==> src/rtl/accum_seq_pkg.sv <==
`timescale 1ns/1ps
package accum_seq_pkg;

    localparam int unsigned OP_W = 4;

    typedef enum logic [OP_W-1:0] {
        OP_NOP   = 4'h0,
        OP_LOAD  = 4'h1,
        OP_STORE = 4'h2,
        OP_ADD   = 4'h3,
        OP_JMP   = 4'h4,
        OP_JZ    = 4'h5,
        OP_JC    = 4'h6,
        OP_EI    = 4'h7
    } opcode_e;

    typedef enum logic [4:0] {
        S_F_MAR, S_F_READ, S_F_IR,
        S_I_MAR, S_I_READ, S_I_IR,
        S_X_MAR, S_X_READ, S_X_LOAD, S_X_ADD, S_X_WRITE, S_X_BRANCH, S_X_ENINT,
        S_V_DR, S_V_MAR, S_V_WRITE, S_V_PC
    } state_e;

    typedef enum logic [2:0] {
        MAR_KEEP, MAR_FROM_PC, MAR_FROM_DR, MAR_FROM_IR, MAR_FROM_SAVE
    } mar_src_e;

    // One register-transfer step per field; the controller raises a few per state.
    typedef struct packed {
        mar_src_e mar_src;
        logic     dr_from_mem;
        logic     dr_from_pc;
        logic     pc_step;
        logic     pc_jump;
        logic     pc_vector;
        logic     ir_load;
        logic     ir_addr_load;
        logic     ac_from_dr;
        logic     ac_from_sum;
        logic     mem_we;
        logic     wdata_from_dr;
        logic     ie_set;
        logic     ie_clr;
    } uop_t;

    function automatic logic is_data_op(input logic [OP_W-1:0] op);
        return (op == OP_LOAD) || (op == OP_STORE) || (op == OP_ADD);
    endfunction

    function automatic logic is_jump_op(input logic [OP_W-1:0] op);
        return (op == OP_JMP) || (op == OP_JZ) || (op == OP_JC);
    endfunction

    function automatic logic needs_addr(input logic [OP_W-1:0] op);
        return is_data_op(op) || is_jump_op(op);
    endfunction

endpackage

==> src/rtl/accum_seq_alu.sv <==
`timescale 1ns/1ps
module accum_seq_alu #(
    parameter int unsigned DATA_W = 16
) (
    input  logic [DATA_W-1:0] acc,
    input  logic [DATA_W-1:0] opnd,
    input  logic              add_en,
    output logic [DATA_W-1:0] result,
    output logic              zero,
    output logic              carry
);

    logic [DATA_W:0] wide;

    always_comb begin
        wide = {1'b0, acc} + {1'b0, opnd};
        if (add_en) begin
            result = wide[DATA_W-1:0];
            carry  = wide[DATA_W];
        end else begin
            result = opnd;
            carry  = 1'b0;
        end
        zero = (result == '0);
    end

endmodule

==> src/rtl/accum_seq_ctrl.sv <==
`timescale 1ns/1ps
module accum_seq_ctrl
    import accum_seq_pkg::*;
(
    input  logic            clk,
    input  logic            rst_n,
    input  logic            irq,
    input  logic [OP_W-1:0] dr_op,
    input  logic            dr_ind,
    input  logic [OP_W-1:0] ir_op,
    input  logic            zero_f,
    input  logic            carry_f,
    input  logic            int_en,
    output state_e          state,
    output uop_t            uop
);

    state_e state_nx;
    state_e end_nx;
    logic   take;

    // Interrupt check folded into the last state of each instruction.
    assign end_nx = (irq && int_en) ? S_V_DR : S_F_MAR;
    assign take   = (ir_op == OP_JMP) ||
                    ((ir_op == OP_JZ) && zero_f) ||
                    ((ir_op == OP_JC) && carry_f);

    always_ff @(posedge clk or negedge rst_n) begin
        if (!rst_n) state <= S_F_MAR;
        else        state <= state_nx;
    end

    always_comb begin
        state_nx = S_F_MAR;
        unique case (state)
            S_F_MAR:  state_nx = S_F_READ;
            S_F_READ: state_nx = S_F_IR;
            S_F_IR: begin
                if (!needs_addr(dr_op))
                    state_nx = (dr_op == OP_EI) ? S_X_ENINT : end_nx;
                else if (dr_ind)
                    state_nx = S_I_MAR;
                else if (is_data_op(dr_op))
                    state_nx = S_X_MAR;
                else
                    state_nx = S_X_BRANCH;
            end
            S_I_MAR:    state_nx = S_I_READ;
            S_I_READ:   state_nx = S_I_IR;
            S_I_IR:     state_nx = is_data_op(ir_op) ? S_X_MAR : S_X_BRANCH;
            S_X_MAR:    state_nx = (ir_op == OP_STORE) ? S_X_WRITE : S_X_READ;
            S_X_READ:   state_nx = (ir_op == OP_LOAD) ? S_X_LOAD : S_X_ADD;
            S_X_LOAD:   state_nx = end_nx;
            S_X_ADD:    state_nx = end_nx;
            S_X_WRITE:  state_nx = end_nx;
            S_X_BRANCH: state_nx = end_nx;
            S_X_ENINT:  state_nx = end_nx;
            S_V_DR:     state_nx = S_V_MAR;
            S_V_MAR:    state_nx = S_V_WRITE;
            S_V_WRITE:  state_nx = S_V_PC;
            S_V_PC:     state_nx = S_F_MAR;
            default:    state_nx = S_F_MAR;
        endcase
    end

    always_comb begin
        uop = '0;
        unique case (state)
            S_F_MAR:    uop.mar_src = MAR_FROM_PC;
            S_F_READ: begin
                uop.dr_from_mem = 1'b1;
                uop.pc_step     = 1'b1;
            end
            S_F_IR:     uop.ir_load = 1'b1;
            S_I_MAR:    uop.mar_src = MAR_FROM_DR;
            S_I_READ:   uop.dr_from_mem = 1'b1;
            S_I_IR:     uop.ir_addr_load = 1'b1;
            S_X_MAR:    uop.mar_src = MAR_FROM_IR;
            S_X_READ:   uop.dr_from_mem = 1'b1;
            S_X_LOAD:   uop.ac_from_dr = 1'b1;
            S_X_ADD:    uop.ac_from_sum = 1'b1;
            S_X_WRITE:  uop.mem_we = 1'b1;
            S_X_BRANCH: uop.pc_jump = take;
            S_X_ENINT:  uop.ie_set = 1'b1;
            S_V_DR: begin
                uop.dr_from_pc = 1'b1;
                uop.ie_clr     = 1'b1;
            end
            S_V_MAR:    uop.mar_src = MAR_FROM_SAVE;
            S_V_WRITE: begin
                uop.mem_we        = 1'b1;
                uop.wdata_from_dr = 1'b1;
            end
            S_V_PC:     uop.pc_vector = 1'b1;
            default:    uop = '0;
        endcase
    end

    // fetch steps run strictly in order
    a_r2_fetch_order: assert property (@(posedge clk) disable iff (!rst_n)
        (state == S_F_IR) |-> ($past(state) == S_F_READ));

    // entry only begins when the enable was set and a request was present
    a_r9_entry_needs_enable: assert property (@(posedge clk) disable iff (!rst_n)
        (state == S_V_DR) |-> ($past(int_en) && $past(irq)));

    // enable already cleared when the vector is loaded
    a_r9_disabled_in_service: assert property (@(posedge clk) disable iff (!rst_n)
        (state == S_V_PC) |-> !int_en);

endmodule

==> src/rtl/accum_seq_regs.sv <==
`timescale 1ns/1ps
module accum_seq_regs
    import accum_seq_pkg::*;
#(
    parameter int unsigned DATA_W    = 16,
    parameter int unsigned ADDR_W    = 11,
    parameter int unsigned RESET_PC  = 32,
    parameter int unsigned SAVE_ADDR = 2,
    parameter int unsigned ISR_ADDR  = 16
) (
    input  logic              clk,
    input  logic              rst_n,
    input  uop_t              uop,
    input  logic [DATA_W-1:0] mem_rdata,
    output logic [ADDR_W-1:0] mar,
    output logic [DATA_W-1:0] mem_wdata,
    output logic [OP_W-1:0]   dr_op,
    output logic              dr_ind,
    output logic [OP_W-1:0]   ir_op,
    output logic              zero_q,
    output logic              carry_q,
    output logic              int_en
);

    localparam int unsigned PAD_W = DATA_W - ADDR_W;

    logic [ADDR_W-1:0] pc;
    logic [DATA_W-1:0] dr;
    logic [DATA_W-1:0] ir;
    logic [DATA_W-1:0] ac;
    logic [DATA_W-1:0] alu_res;
    logic              alu_zero;
    logic              alu_carry;

    accum_seq_alu #(.DATA_W(DATA_W)) u_alu (
        .acc    (ac),
        .opnd   (dr),
        .add_en (uop.ac_from_sum),
        .result (alu_res),
        .zero   (alu_zero),
        .carry  (alu_carry)
    );

    always_ff @(posedge clk or negedge rst_n) begin
        if (!rst_n) begin
            mar <= '0;
        end else begin
            unique case (uop.mar_src)
                MAR_FROM_PC:   mar <= pc;
                MAR_FROM_DR:   mar <= dr[ADDR_W-1:0];
                MAR_FROM_IR:   mar <= ir[ADDR_W-1:0];
                MAR_FROM_SAVE: mar <= ADDR_W'(SAVE_ADDR);
                default:       mar <= mar;
            endcase
        end
    end

    always_ff @(posedge clk or negedge rst_n) begin
        if (!rst_n)               dr <= '0;
        else if (uop.dr_from_mem) dr <= mem_rdata;
        else if (uop.dr_from_pc)  dr <= {{PAD_W{1'b0}}, pc};
    end

    always_ff @(posedge clk or negedge rst_n) begin
        if (!rst_n)             pc <= ADDR_W'(RESET_PC);
        else if (uop.pc_vector) pc <= ADDR_W'(ISR_ADDR);
        else if (uop.pc_jump)   pc <= ir[ADDR_W-1:0];
        else if (uop.pc_step)   pc <= pc + ADDR_W'(1);
    end

    always_ff @(posedge clk or negedge rst_n) begin
        if (!rst_n)                ir <= '0;
        else if (uop.ir_load)      ir <= dr;
        else if (uop.ir_addr_load) ir[ADDR_W-1:0] <= dr[ADDR_W-1:0];
    end

    always_ff @(posedge clk or negedge rst_n) begin
        if (!rst_n) begin
            ac      <= '0;
            zero_q  <= 1'b0;
            carry_q <= 1'b0;
        end else if (uop.ac_from_dr || uop.ac_from_sum) begin
            ac      <= alu_res;
            zero_q  <= alu_zero;
            carry_q <= alu_carry;
        end
    end

    always_ff @(posedge clk or negedge rst_n) begin
        if (!rst_n)          int_en <= 1'b0;
        else if (uop.ie_clr) int_en <= 1'b0;
        else if (uop.ie_set) int_en <= 1'b1;
    end

    assign mem_wdata = uop.wdata_from_dr ? dr : ac;
    assign dr_op     = dr[DATA_W-1 -: OP_W];
    assign dr_ind    = dr[ADDR_W];
    assign ir_op     = ir[DATA_W-1 -: OP_W];

    // the indirect step replaces only the address field
    a_r6_addr_rewrite: assert property (@(posedge clk) disable iff (!rst_n)
        uop.ir_addr_load |=> (ir[ADDR_W-1:0] == $past(dr[ADDR_W-1:0])) &&
                             (ir[DATA_W-1:ADDR_W] == $past(ir[DATA_W-1:ADDR_W])));

    // a LOAD always leaves carry clear
    a_r3_load_clears_carry: assert property (@(posedge clk) disable iff (!rst_n)
        uop.ac_from_dr |=> !carry_q);

endmodule

==> src/rtl/accum_seq_core.sv <==
`timescale 1ns/1ps
module accum_seq_core
    import accum_seq_pkg::*;
#(
    parameter int unsigned DATA_W    = 16,
    parameter int unsigned RESET_PC  = 32,
    parameter int unsigned SAVE_ADDR = 2,
    parameter int unsigned ISR_ADDR  = 16,
    localparam int unsigned ADDR_W   = DATA_W - OP_W - 1
) (
    input  logic              clk,
    input  logic              rst_n,
    input  logic              irq,
    output logic [ADDR_W-1:0] mem_addr,
    input  logic [DATA_W-1:0] mem_rdata,
    output logic [DATA_W-1:0] mem_wdata,
    output logic              mem_we
);

    state_e            state;
    uop_t              uop;
    logic [OP_W-1:0]   dr_op;
    logic [OP_W-1:0]   ir_op;
    logic              dr_ind;
    logic              zero_q;
    logic              carry_q;
    logic              int_en;

    accum_seq_ctrl u_ctrl (
        .clk     (clk),
        .rst_n   (rst_n),
        .irq     (irq),
        .dr_op   (dr_op),
        .dr_ind  (dr_ind),
        .ir_op   (ir_op),
        .zero_f  (zero_q),
        .carry_f (carry_q),
        .int_en  (int_en),
        .state   (state),
        .uop     (uop)
    );

    accum_seq_regs #(
        .DATA_W    (DATA_W),
        .ADDR_W    (ADDR_W),
        .RESET_PC  (RESET_PC),
        .SAVE_ADDR (SAVE_ADDR),
        .ISR_ADDR  (ISR_ADDR)
    ) u_regs (
        .clk       (clk),
        .rst_n     (rst_n),
        .uop       (uop),
        .mem_rdata (mem_rdata),
        .mar       (mem_addr),
        .mem_wdata (mem_wdata),
        .dr_op     (dr_op),
        .dr_ind    (dr_ind),
        .ir_op     (ir_op),
        .zero_q    (zero_q),
        .carry_q   (carry_q),
        .int_en    (int_en)
    );

    assign mem_we = uop.mem_we;

    // a write strobe never lasts two cycles
    a_r5_single_write: assert property (@(posedge clk) disable iff (!rst_n)
        mem_we |=> !mem_we);

    // the entry write goes to the save word
    a_r8_save_target: assert property (@(posedge clk) disable iff (!rst_n)
        (state == S_V_WRITE) |-> (mem_we && (mem_addr == ADDR_W'(SAVE_ADDR))));

    // no write while reset is held
    always_comb begin
        if (!rst_n) a_r1_no_write_in_reset: assert (!mem_we);
    end

endmodule

==> config.mk <==
export PLATFORM = sky130hd
export DESIGN_NAME = accum_seq_core
export DESIGN_NICKNAME = d
export VERILOG_FILES = /design/src/rtl/accum_seq_pkg.sv /design/src/rtl/accum_seq_alu.sv /design/src/rtl/accum_seq_ctrl.sv /design/src/rtl/accum_seq_regs.sv /design/src/rtl/accum_seq_core.sv
export SDC_FILE = /design/constraint.sdc
export NUM_CORES = 1
export LEC_CHECK = 0
export BUFFER_PORTS_ARGS = -buffer_cell sky130_fd_sc_hd__buf_2
export CAP_MARGIN = 20
export CORE_MARGIN = 5
export CORE_UTILIZATION = 55
export DETAILED_ROUTE_END_ITERATION = 8
export PLACE_DENSITY = 0.75
export RECOVER_POWER = 25
export SLEW_MARGIN = 20
export SYNTH_ARGS = -nofsm -noshare
export SYNTH_HDL_FRONTEND = slang
export SYNTH_SLANG_ARGS = --single-unit
==> constraint.sdc <==
create_clock -name clk -period 7.41 [get_ports clk]
set_input_delay 1.8525 -clock clk [delete_from_list [all_inputs] [get_ports clk]]
set_output_delay 1.8525 -clock clk [all_outputs]
set_load 0.05 [all_outputs]
Word level (Yosys, flattened, before mapping)
Cells that the tools add are included.
- bitwise logic cells: 0
- divide/modulo/power cells: 0
- shift-type cells: 0
- multiply operators: 0
- $add $sub $neg: 2
- mux-type cells: 35
- reduce and logical (&&, ||, !) cells: 23
- order comparisons: 0
- equality and inequality tests: 33
- operators with widths (kind ; count):
    16-bit two-way mux ; 4
    5-bit one-hot mux with 12 select lines ; 1
    11-bit two-way mux ; 5
    11-bit one-hot mux with 4 select lines ; 1
    5-bit by 4-bit == test with 1-bit output (second input constant) ; 8
    4-bit by 3-bit == test with 1-bit output (second input constant) ; 7
    5-bit by 3-bit == test with 1-bit output (second input constant) ; 4
    16-bit by 16-bit adder with 17-bit output ; 1
    4-bit by 2-bit == test with 1-bit output (second input constant) ; 4
    16-bit logical NOT ; 1
    1-bit two-way mux ; 16
    4-bit two-way mux ; 4
    5-bit two-way mux ; 3
    3-bit one-hot mux with 4 select lines ; 1
    11-bit by 1-bit adder with 11-bit output (second input constant) ; 1
    5-bit by 2-bit == test with 1-bit output (second input constant) ; 2
    1-bit logical OR ; 10
    4-bit by 1-bit == test with 1-bit output (second input constant) ; 2
    3-bit by 2-bit == test with 1-bit output (second input constant) ; 2
    2-bit nonzero test ; 3
    5-bit by 1-bit == test with 1-bit output (second input constant) ; 1
    5-bit == test (second input constant) ; 1
    5-bit logical NOT ; 1
    5-bit OR reduction ; 1
    other kinds (7) ; 9
- output and inout port bits: 28
- bits in latches: 0
- ROM bits: 0
- bits in writable memories: 0
- word-level logic and storage cells: 103
- memories kept: 0
- register bits: 78

Longest topological paths before layout
Gate-level depths: netlist of run 1.
- depth in word-level cells: 7
- gate-level depth with buffers: 11
- depth with buffers taken out: 11

Hierarchy
Synthesis of run 1 repeated with hierarchy kept, for this count alone.
- cells, all modules: 568
- area, all modules: 5457.7 um^2
- modules (own cells, without submodules) (module ; cells an instance ; times used ; area each (um^2) ; sequential area each (um^2)):
    accum_seq_regs ; 318 ; 1 ; 3617.2 ; 1803.0
    accum_seq_alu ; 155 ; 1 ; 1171.1 ; 0.0
    accum_seq_ctrl ; 95 ; 1 ; 669.4 ; 125.1

Worst setup path before layout of run 1
OpenSTA, ideal clock, no wires.
- path type: flip-flop to output port
- start: register u_ctrl.state[4]
- end: output mem_wdata[1]
- cell stages (with the launch flop): 7
- arrival time: 2.318 ns
- setup slack: 3.240 ns
- path through: dfrtp_1 > clkbuf_1 > nor3b_1 > and3_1 > buf_2 > buf_2 > o21ai_0
- longest elaborated chain between the ends: 3
- RTL lines (item ; RTL line ; source):
    start, declared ; accum_seq_ctrl.sv:14 ; output state_e state,
    start signal, assigned ; accum_seq_ctrl.sv:30 ; else state <= state_nx;
    5-bit by 4-bit == test with 1-bit output ; accum_seq_ctrl.sv:68 ; unique case (state)
    1-bit two-way mux ; accum_seq_ctrl.sv:68 ;
    16-bit two-way mux ; accum_seq_regs.sv:95 ; assign mem_wdata = uop.wdata_from_dr ? dr : ac;
    end, declared ; accum_seq_core.sv:16 ; output logic [DATA_W-1:0] mem_wdata,
No other way between the ends.

==> results of run 1 <==
state kept, by name, summed over array words and instances (netlist names):
register and flops:
u_regs.ac 16, u_regs.dr 16, u_ctrl.state 5, u_regs.ir 15
u_regs.zero_q 1, u_regs.mar 11, u_regs.pc 11, u_regs.int_en 1
u_regs.carry_q 1
cells in the final DEF (no fill, tap or decap), types with 8 or more instances in the layout:
| cell | n |
|---|---|
| nor3_1 | 8 |
| clkbuf_8 | 10 |
| mux2_2 | 31 |
| dfrtp_1 | 76 |
| a31oi_1 | 9 |
| a21o_1 | 8 |
| nand2_1 | 88 |
| and3_1 | 14 |
| inv_1 | 12 |
| o21ai_0 | 47 |
| buf_2 | 45 |
| nor2_1 | 39 |
| ha_1 | 17 |
| a22oi_1 | 24 |
| nand3_1 | 8 |
| xnor2_1 | 9 |
| a21oi_1 | 25 |
cell type report:
type / count / area (um^2)
Clock buffer: 10 / 138
Tap cell: 108 / 135
Fill cell: 774 / 3330
Sequential cell: 77 / 1930
Multi-Input combinational cell: 423 / 2760
Timing Repair Buffer: 50 / 255
Clock inverter: 6 / 93.8
Inverter: 12 / 45.0
routing by layer:
metal / vias to the layer above / GRT usage
met4: 0 / 0.0694
met2: 134 / 0.383
met3: 17 / 0.0403
li1: 2045 / -
met1: 2073 / 0.323
met5: - / 0
stage by stage:
step	cells	worst slack, ns	utilization
2_1_floorplan	542	3.24	-
3_3_place_gp	670	3.10	0.591
3_5_place_dp	670	2.99	0.591
4_1_cts	686	2.59	0.618
5_1_grt	686	1.18	0.616
6_report	686	2.15	0.616
power groups by stage:
stage	combinational [mW]	sequential (mW)	clock, mW
floorplan	1.27	0.858	0
global route	1.83	0.899	0.399
global placement	1.60	0.860	0
finish	1.65	0.869	0.373
detailed placement	1.64	0.872	0
CTS	1.65	0.864	0.378
kinds of logic after synthesis:
| group | after synthesis |
|---|---|
| and+or+nand+nor | 199 |
| AOI/OAI and AO/OA | 162 |
| DFF | 77 |
| buffers and inverters | 42 |
| muxes | 34 |
| adders and majority gates | 18 |
| xor gates and xnor gates | 10 |
worst paths after layout:
| check | from | to | slack [ns] | depth (start not counted) |
|---|---|---|---|---|
| worst max-delay path | rst_n | u_regs.ac[14]$_DFFE_PN0P_ | 2.15 | 1 |
| worst min-delay path | u_regs.ac[7]$_DFFE_PN0P_ | u_regs.ac[7]$_DFFE_PN0P_ | 0.51 | 2 |
| worst max register to register | u_ctrl.state[1]$_DFF_PN0_ | u_regs.zero_q$_DFFE_PN0P_ | 4.47 | 8 |
| worst min register to register | u_regs.ac[7]$_DFFE_PN0P_ | u_regs.ac[7]$_DFFE_PN0P_ | 0.51 | 2 |
| max in group clk | u_ctrl.state[1]$_DFF_PN0_ | mem_wdata[10] | 2.58 | 5 |
| min in group asynchronous | rst_n | u_regs.mar[1]$_DFFE_PN0P_ | 2.95 | 1 |
==> impl_metrics.toml, run 1 <==
[run_status]
outcome = "finished, violations left"
violations = "capacitance limit, slew limit"

[route]
viasPerCell = 6.22
routed_wl_mm = 12.6
num_vias = 4269
wire_per_inst_um = 18.4
first_pass_iters = 5
route.met2.wl_mm = 6.13
ant_nets = 0
drc = 0
routed.top_layer = "met4"
wl_met1_mm = 5.54
wl_met3_um = 755
drt_iter0_drc = 186

[clock_tree]
htree_levels = 3
hold_buffers = 0
post_cts_buffers = 0
worstSkewPairLatency_ns = 0.35
numCtsBuffers = 9
post_cts_resized = 0
cts_tree = "done"
cts-root-buf = "clkbuf_8"
clk_path_buf_depth = 2
cts_sinks = 77
clkSlewWorstSetupHoldPaths_ns = 0.09

[power_and_ir_drop]
vdd_drop_max_mv = 0.310
p_seq_frac = 0.301
swShare = 0.507
cellPowerDensity_nw_per_um2 = 540
fin_total_pwr_mw = 2.89
switching_power_mw = 1.46
comb_power_share = 0.570
intPower_mw = 1.42
p_leak_nw = 2.44
power.share.clock = 0.129

[finish]
drive_gt1_frac = 0.189
antenna_cells = 0
fin_area_um2 = 5350
nNetsFinal = 610
syn_to_final_growth_pct = 9.58

[global_route]
grt.overflow.total = 0
grt_max_degree = 78
track_usage = 0.236
grt_antenna_before_repair = 0
grt_pass1_wl_mm = 21.0
grt_pass1_vias = 4137

[worst_setup_path]
required_ns = 6.91
crit_family = "buffers and inverters"
setup.worst_path.class = "in2async"
crit_arrival_ns = 4.77
slowest_delay_ns = 2.86
worstPathCellList = "clkbuf_1"
crit_path_end_kind = "asynchronous set/reset pin"
cpMaxStageDelayCell = "clkbuf_1"
path_buf_inv = 1
startpoint_type = "input port"
critPathMaxFanout = 77

[logic_synthesis]
syn_area_per_cell_um2 = 9.01
synth_common_cells = "88 x nand2_1, 76 x dfrtp_1, 47 x o21ai_0"
synthTopCellsByArea = "dfrtp_1 39%, mux2_2 7.2%, nand2_1 6.8%"
synthArstFlopShare = 1.00
ys_ff_latch = 77
synthXorXnorAreaFrac = 0.0179
ys_seq_area_frac = 0.395
yosys_most_used_dff = "dfrtp_1"
netlist_area_um2 = 4880
synthAdderAreaFrac = 0.0477
yosys_warnings = 0
netlist.area_leader.share = 0.390
synth_mux_area_frac = 0.0777
yosysMostFrequentCell = "nand2_1"
synth_compound_area_frac = 0.228
synth_cell_type_count = 63
syn_nets = 579
synth_area_leader_cell = "dfrtp_1"
yosys.area_share.simple = 0.193
synth-edff-count = 0
synthCells = 542
synth_top_family_by_area = "compound AO/OA/AOI/OAI gates"

[floorplanning]
pin_count = 47
core-area_um2 = 8680
die_x_um = 104
rows = 34
start_util = 0.563
die-height_um = 104
fp.dieArea_um2 = 10900

[sta]
finalClockSkew_ns = 0.00788
max_slew_margin = -1.77
worstMarginPinSlew_ns = 4.15
holdWs_ns = 0.513
grt_setup_unrepaired = "false"
final-hold-violation-count = 0
tns_ns = 0
min_period_ns = 5.26
slew_violations = 78
fmaxAchievable_mhz = 190
fin_crit_sh = 0.710
setup_viol = 0

[place]
dpl_cell_area_um2 = 5130
dpl.hpwl_mm = 8.90
numPortBuffers = 46
finalWeightedCongestion = 0.885

[worst_hold_path]
worstHoldPathType = "reg2reg"

[flow_run]
cap_violations = 1
No activity file was read; power rests on OpenSTA's default activity.
==> run 2: changes to the inputs <==
==> constraint.sdc (replaced) <==
create_clock -name clk -period 4.91 [get_ports clk]
set_input_delay 1.2275 -clock clk [delete_from_list [all_inputs] [get_ports clk]]
set_output_delay 1.2275 -clock clk [all_outputs]
set_load 0.05 [all_outputs]
==> run 2 against run 1 <==
The flow still finishes with violations (capacitance limit, slew limit). Clock skew grew 0.0022 ns. Via count shrank 1.6%. Sequential power up 50%. Utilization decreased by 0.49 points. Sequential share of layout area increased by 0.29 points. Final area shrank 0.80%. Critical path type is now reg2out.
==> impl_metrics.toml, run 2 (synthesis results as in run 1) <==
[run_status]
violations = "capacitance limit, slew limit"
outcome = "finished, violations left"

[floorplanning]
rows = 34
die-height_um = 104
die_x_um = 104
core-area_um2 = 8680
fp.dieArea_um2 = 10900
pin_count = 47
start_util = 0.563

[clock_tree]
cts-root-buf = "clkbuf_8"
clk_path_buf_depth = 2
post_cts_buffers = 0
htree_levels = 3
worstSkewPairLatency_ns = 0.35
cts_tree = "done"
clkSlewWorstSetupHoldPaths_ns = 0.09
hold_buffers = 0
numCtsBuffers = 9
cts_sinks = 77
post_cts_resized = 0

[global_route]
grt_antenna_before_repair = 0
grt_pass1_vias = 4210
grt_pass1_wl_mm = 21.0
grt.overflow.total = 0
grt_max_degree = 78
track_usage = 0.234

[route]
drt_iter0_drc = 187
viasPerCell = 6.12
num_vias = 4199
routed_wl_mm = 12.5
ant_nets = 0
wire_per_inst_um = 18.2
first_pass_iters = 5
drc = 0

[worst_setup_path]
crit_path_end_kind = "output port"
required_ns = 3.68
worstRegToRegCells = 11
startpoint_type = "register"
rr_endpoint = "u_regs.zero_q$_DFFE_PN0P_"
crit_arrival_ns = 2.97
setup.worst_path.class = "reg2out"
critPathMaxFanout = 19
r2r_slack_ns = 2.04
rr_startpoint = "u_regs.dr[0]$_DFFE_PN0P_"

[finish]
final_cell_mix = "88 x nand2_1, 76 x dfrtp_1, 47 x o21ai_0"
final_common_cell = "nand2_1"
syn_to_final_growth_pct = 8.71
antenna_cells = 0
stdcell_count = 686
nNetsFinal = 610
drive_gt1_frac = 0.194
nFillCells = 776
top_regs = "u_regs.ac: 16 flops, u_regs.dr: 16 flops, u_regs.ir: 15 flops"

[power_and_ir_drop]
cellPowerDensity_nw_per_um2 = 803
vdd_drop_max_mv = 0.430
p_leak_nw = 2.42

[sta]
fin_crit_sh = 0.856
max_slew_margin = -0.275
slew_violations = 78
finalClockSkew_ns = 0.0101
worstMarginPinSlew_ns = 1.91
grt_setup_unrepaired = "false"
final-hold-violation-count = 0
min_period_ns = 4.20
tns_ns = 0
setup_viol = 0
fmaxAchievable_mhz = 238

[worst_hold_path]
hold_depth = 2
worstHoldPathType = "reg2reg"
hp-start = "u_regs.carry_q$_DFFE_PN0P_"
hold_path_end = "u_regs.carry_q$_DFFE_PN0P_"

[place]
dp.cells = 670
dpl.hpwl_mm = 8.84
numPortBuffers = 46
finalWeightedCongestion = 0.874

[flow_run]
cap_violations = 1
-- run 2: worst max-delay path, cell delays in order (launching register included) --
cell and delay (ns):
dfrtp_1 0.65, inv_1 0.18, nor3b_1 0.39, and3_1 0.77, mux2_2 0.42, buf_2 0.21
-- run 2: worst max-delay path by stage --
stage                                          from      endpoint  slack, ns
after CTS                 u_ctrl.state[1]$_DFF_PN0_  mem_wdata[0]       0.75
after floorplan           u_ctrl.state[4]$_DFF_PN0_  mem_wdata[1]       1.36
after global routing      u_ctrl.state[1]$_DFF_PN0_  mem_wdata[4]       0.53
after detailed placement  u_ctrl.state[1]$_DFF_PN0_  mem_wdata[0]       1.10
after global placement    u_ctrl.state[1]$_DFF_PN0_  mem_wdata[0]       1.23
final                     u_ctrl.state[1]$_DFF_PN0_  mem_wdata[0]       0.71
-- run 2: per-layer routing --
metal / GRT usage / wire length (um)
met5: 0 / 0
met4: 0.0740 / 191
met3: 0.0385 / 585
met2: 0.383 / 6030
met1: 0.317 / 5700
-- run 2: per-stage QoR --
step,setup WS [ns],instance area [um^2],utilization,hold slack (ns),total power [mW]
floorplan,1.36,4880,-,0.450,3.21
global placement,1.23,5130,0.591,0.468,3.72
detailed placement,1.10,5130,0.591,0.475,3.79
CTS,0.745,5310,0.612,0.506,4.26
global route,0.526,5310,0.612,0.520,4.61
finish,0.708,5310,0.612,0.505,4.26
-- run 2: layout make-up --
type,instances,area (um^2),area share
clock buffer,9,124,0.0233
clock inverter,7,55.1,0.0104
sequential,77,1930,0.363
timing repair buffer,50,260,0.0490
tap,108,135,0.0255
inverter,12,45.0,0.00849
multi-input combinational,423,2760,0.520
-- run 2: report_power, final --
group | internal (mW) | leakage, nW | switching [mW]
clock | 0.190 | 0.0870 | 0.269
sequential | 0.925 | 0.955 | 0.379
combinational | 0.925 | 1.38 | 1.58
total | 2.04 | 2.42 | 2.22
==> run 3: changes to the inputs <==
==> constraint.sdc (replaced) <==
create_clock -name clk -period 4.9 [get_ports clk]
set_input_delay 1.225 -clock clk [delete_from_list [all_inputs] [get_ports clk]]
set_output_delay 1.225 -clock clk [all_outputs]
set_load 0.05 [all_outputs]
==> run 3 against run 2 <==
The run still ends with capacitance limit, slew limit left. First-iteration DRC count rose by 15%. Critical path depth is the same. Setup slack lost 0.073 ns. Clock skew increased by 0.0043 ns. Die area stayed put. Largest cell class unchanged. Highest routed layer unchanged.
==> impl_metrics.toml, run 3 (synthesis results as in run 1) <==
[run_status]
outcome = "finished, violations left"
violations = "capacitance limit, slew limit"

[place]
finalWeightedCongestion = 0.874
dpl_cell_area_um2 = 5130
numPortBuffers = 46
pre_cts_ws_ns = 1.04
dpl.hpwl_mm = 8.88

[power_and_ir_drop]
cellPowerDensity_nw_per_um2 = 803
vdd_drop_max_mv = 0.428
p_leak_nw = 2.42

[global_route]
grt_pass1_vias = 4120
grt_pass1_wl_mm = 20.6
grt.overflow.total = 0
track_usage = 0.229
grt_max_degree = 78
grt_antenna_before_repair = 0

[sta]
setup_ws_ns = 0.635
fmaxAchievable_mhz = 234
fin_crit_sh = 0.870
finalClockSkew_ns = 0.0144
final-hold-violation-count = 0
min_period_ns = 4.26
slew_violations = 78
setup_viol = 0
tns_ns = 0
holdWs_ns = 0.504
grt_setup_unrepaired = "false"
max_slew_margin = -0.282
worstMarginPinSlew_ns = 1.92

[route]
routed_wl_mm = 12.4
viasPerCell = 6.19
wire_per_inst_um = 18.1
drt_iter0_drc = 215
drc = 0
first_pass_iters = 5
ant_nets = 0
num_vias = 4245

[worst_setup_path]
crit_arrival_ns = 3.04
critPathMaxFanout = 19
startpoint_type = "register"
slowest_delay_ns = 0.81
rr_endpoint = "u_regs.zero_q$_DFFE_PN0P_"
crit_path_end_kind = "output port"
r2r_slack_ns = 2.03
worstPathCellList = "inv_1 -> nor3b_1 -> and3_1 -> mux2_2 -> buf_2"
setup.worst_path.class = "reg2out"
required_ns = 3.67
cpMaxStageDelayCell = "and3_1"
rr_startpoint = "u_regs.dr[0]$_DFFE_PN0P_"
worstRegToRegCells = 11

[clock_tree]
worstSkewPairLatency_ns = 0.36
clk_path_buf_depth = 2
cts-root-buf = "clkbuf_8"
post_cts_buffers = 0
htree_levels = 3
post_cts_resized = 0
numCtsBuffers = 9
cts_sinks = 77
clkSlewWorstSetupHoldPaths_ns = 0.09
cts_tree = "done"
hold_buffers = 0

[finish]
final_cell_mix = "88 x nand2_1, 76 x dfrtp_1, 47 x o21ai_0"
fin_area_um2 = 5310
top_regs = "u_regs.ac: 16 flops, u_regs.dr: 16 flops, u_regs.ir: 15 flops"
final_util = 0.612
antenna_cells = 0
drive_gt1_frac = 0.194
syn_to_final_growth_pct = 8.74
nNetsFinal = 610
final_common_cell = "nand2_1"

[floorplanning]
core-area_um2 = 8680
fp.dieArea_um2 = 10900
rows = 34
die_x_um = 104
start_util = 0.563
pin_count = 47
die-height_um = 104

[flow_run]
cap_violations = 1

[worst_hold_path]
hold_depth = 2
hp-start = "u_regs.carry_q$_DFFE_PN0P_"
hold_path_end = "u_regs.carry_q$_DFFE_PN0P_"
worstHoldPathType = "reg2reg"
## run 3: cell types whose count changed in the layout (fill, tap and decap cells not counted)
cell        change
inv_8           +1
inv_6           -2
clkinvlp_4      +1
## run 3: through the flow
step	power, mW	cells
after detailed placement	3.80	670
after floorplan	3.22	542
after global routing	4.61	686
after CTS	4.26	686
final	4.26	686
after global placement	3.72	670
## run 3: where the power goes
| group | total [mW] | switching (mW) | internal (mW) | leakage [nW] |
|---|---|---|---|---|
| sequential | 1.31 | 0.378 | 0.927 | 0.955 |
| combinational | 2.50 | 1.57 | 0.925 | 1.38 |
| clock | 0.461 | 0.270 | 0.190 | 0.0842 |
| total | 4.26 | 2.22 | 2.04 | 2.42 |
## run 3: layout make-up
| class | instances | area, um^2 |
|---|---|---|
| timing repair buffer | 50 | 260 |
| tap | 108 | 135 |
| clock buffer | 9 | 124 |
| inverter | 12 | 45.0 |
| multi-input combinational | 423 | 2760 |
| sequential | 77 | 1930 |
| clock inverter | 7 | 56.3 |
| fill | 776 | 3370 |
## run 3: worst max path at each step
| stage | startpoint | cells after the start | slack, ns | end |
|---|---|---|---|---|
| after floorplan | u_ctrl.state[4]$_DFF_PN0_ | 6 | 1.36 | mem_wdata[1] |
| after global placement | u_ctrl.state[1]$_DFF_PN0_ | 5 | 1.22 | mem_wdata[0] |
| after detailed placement | u_ctrl.state[1]$_DFF_PN0_ | 5 | 1.04 | mem_wdata[0] |
| after CTS | u_ctrl.state[1]$_DFF_PN0_ | 5 | 0.65 | mem_wdata[0] |
| after global routing | u_ctrl.state[1]$_DFF_PN0_ | 5 | 0.40 | mem_wdata[4] |
| final | u_ctrl.state[1]$_DFF_PN0_ | 5 | 0.64 | mem_wdata[0] |
## run 3: layer usage
layer | global-route usage | up-vias | share of wire
li1 | - | 2047 | -
met1 | 0.306 | 2056 | 0.45
met2 | 0.370 | 116 | 0.48
met3 | 0.0391 | 26 | 0.049
met4 | 0.0925 | 0 | 0.025
met5 | 0 | - | 0
## run 3: worst max-delay path: cells and delay by family (launching register included)
kind / cells / cell delay [ns]
mux: 1 / 0.42
simple gates: 2 / 1.23
buf+inv: 2 / 0.38
flops: 1 / 0.65
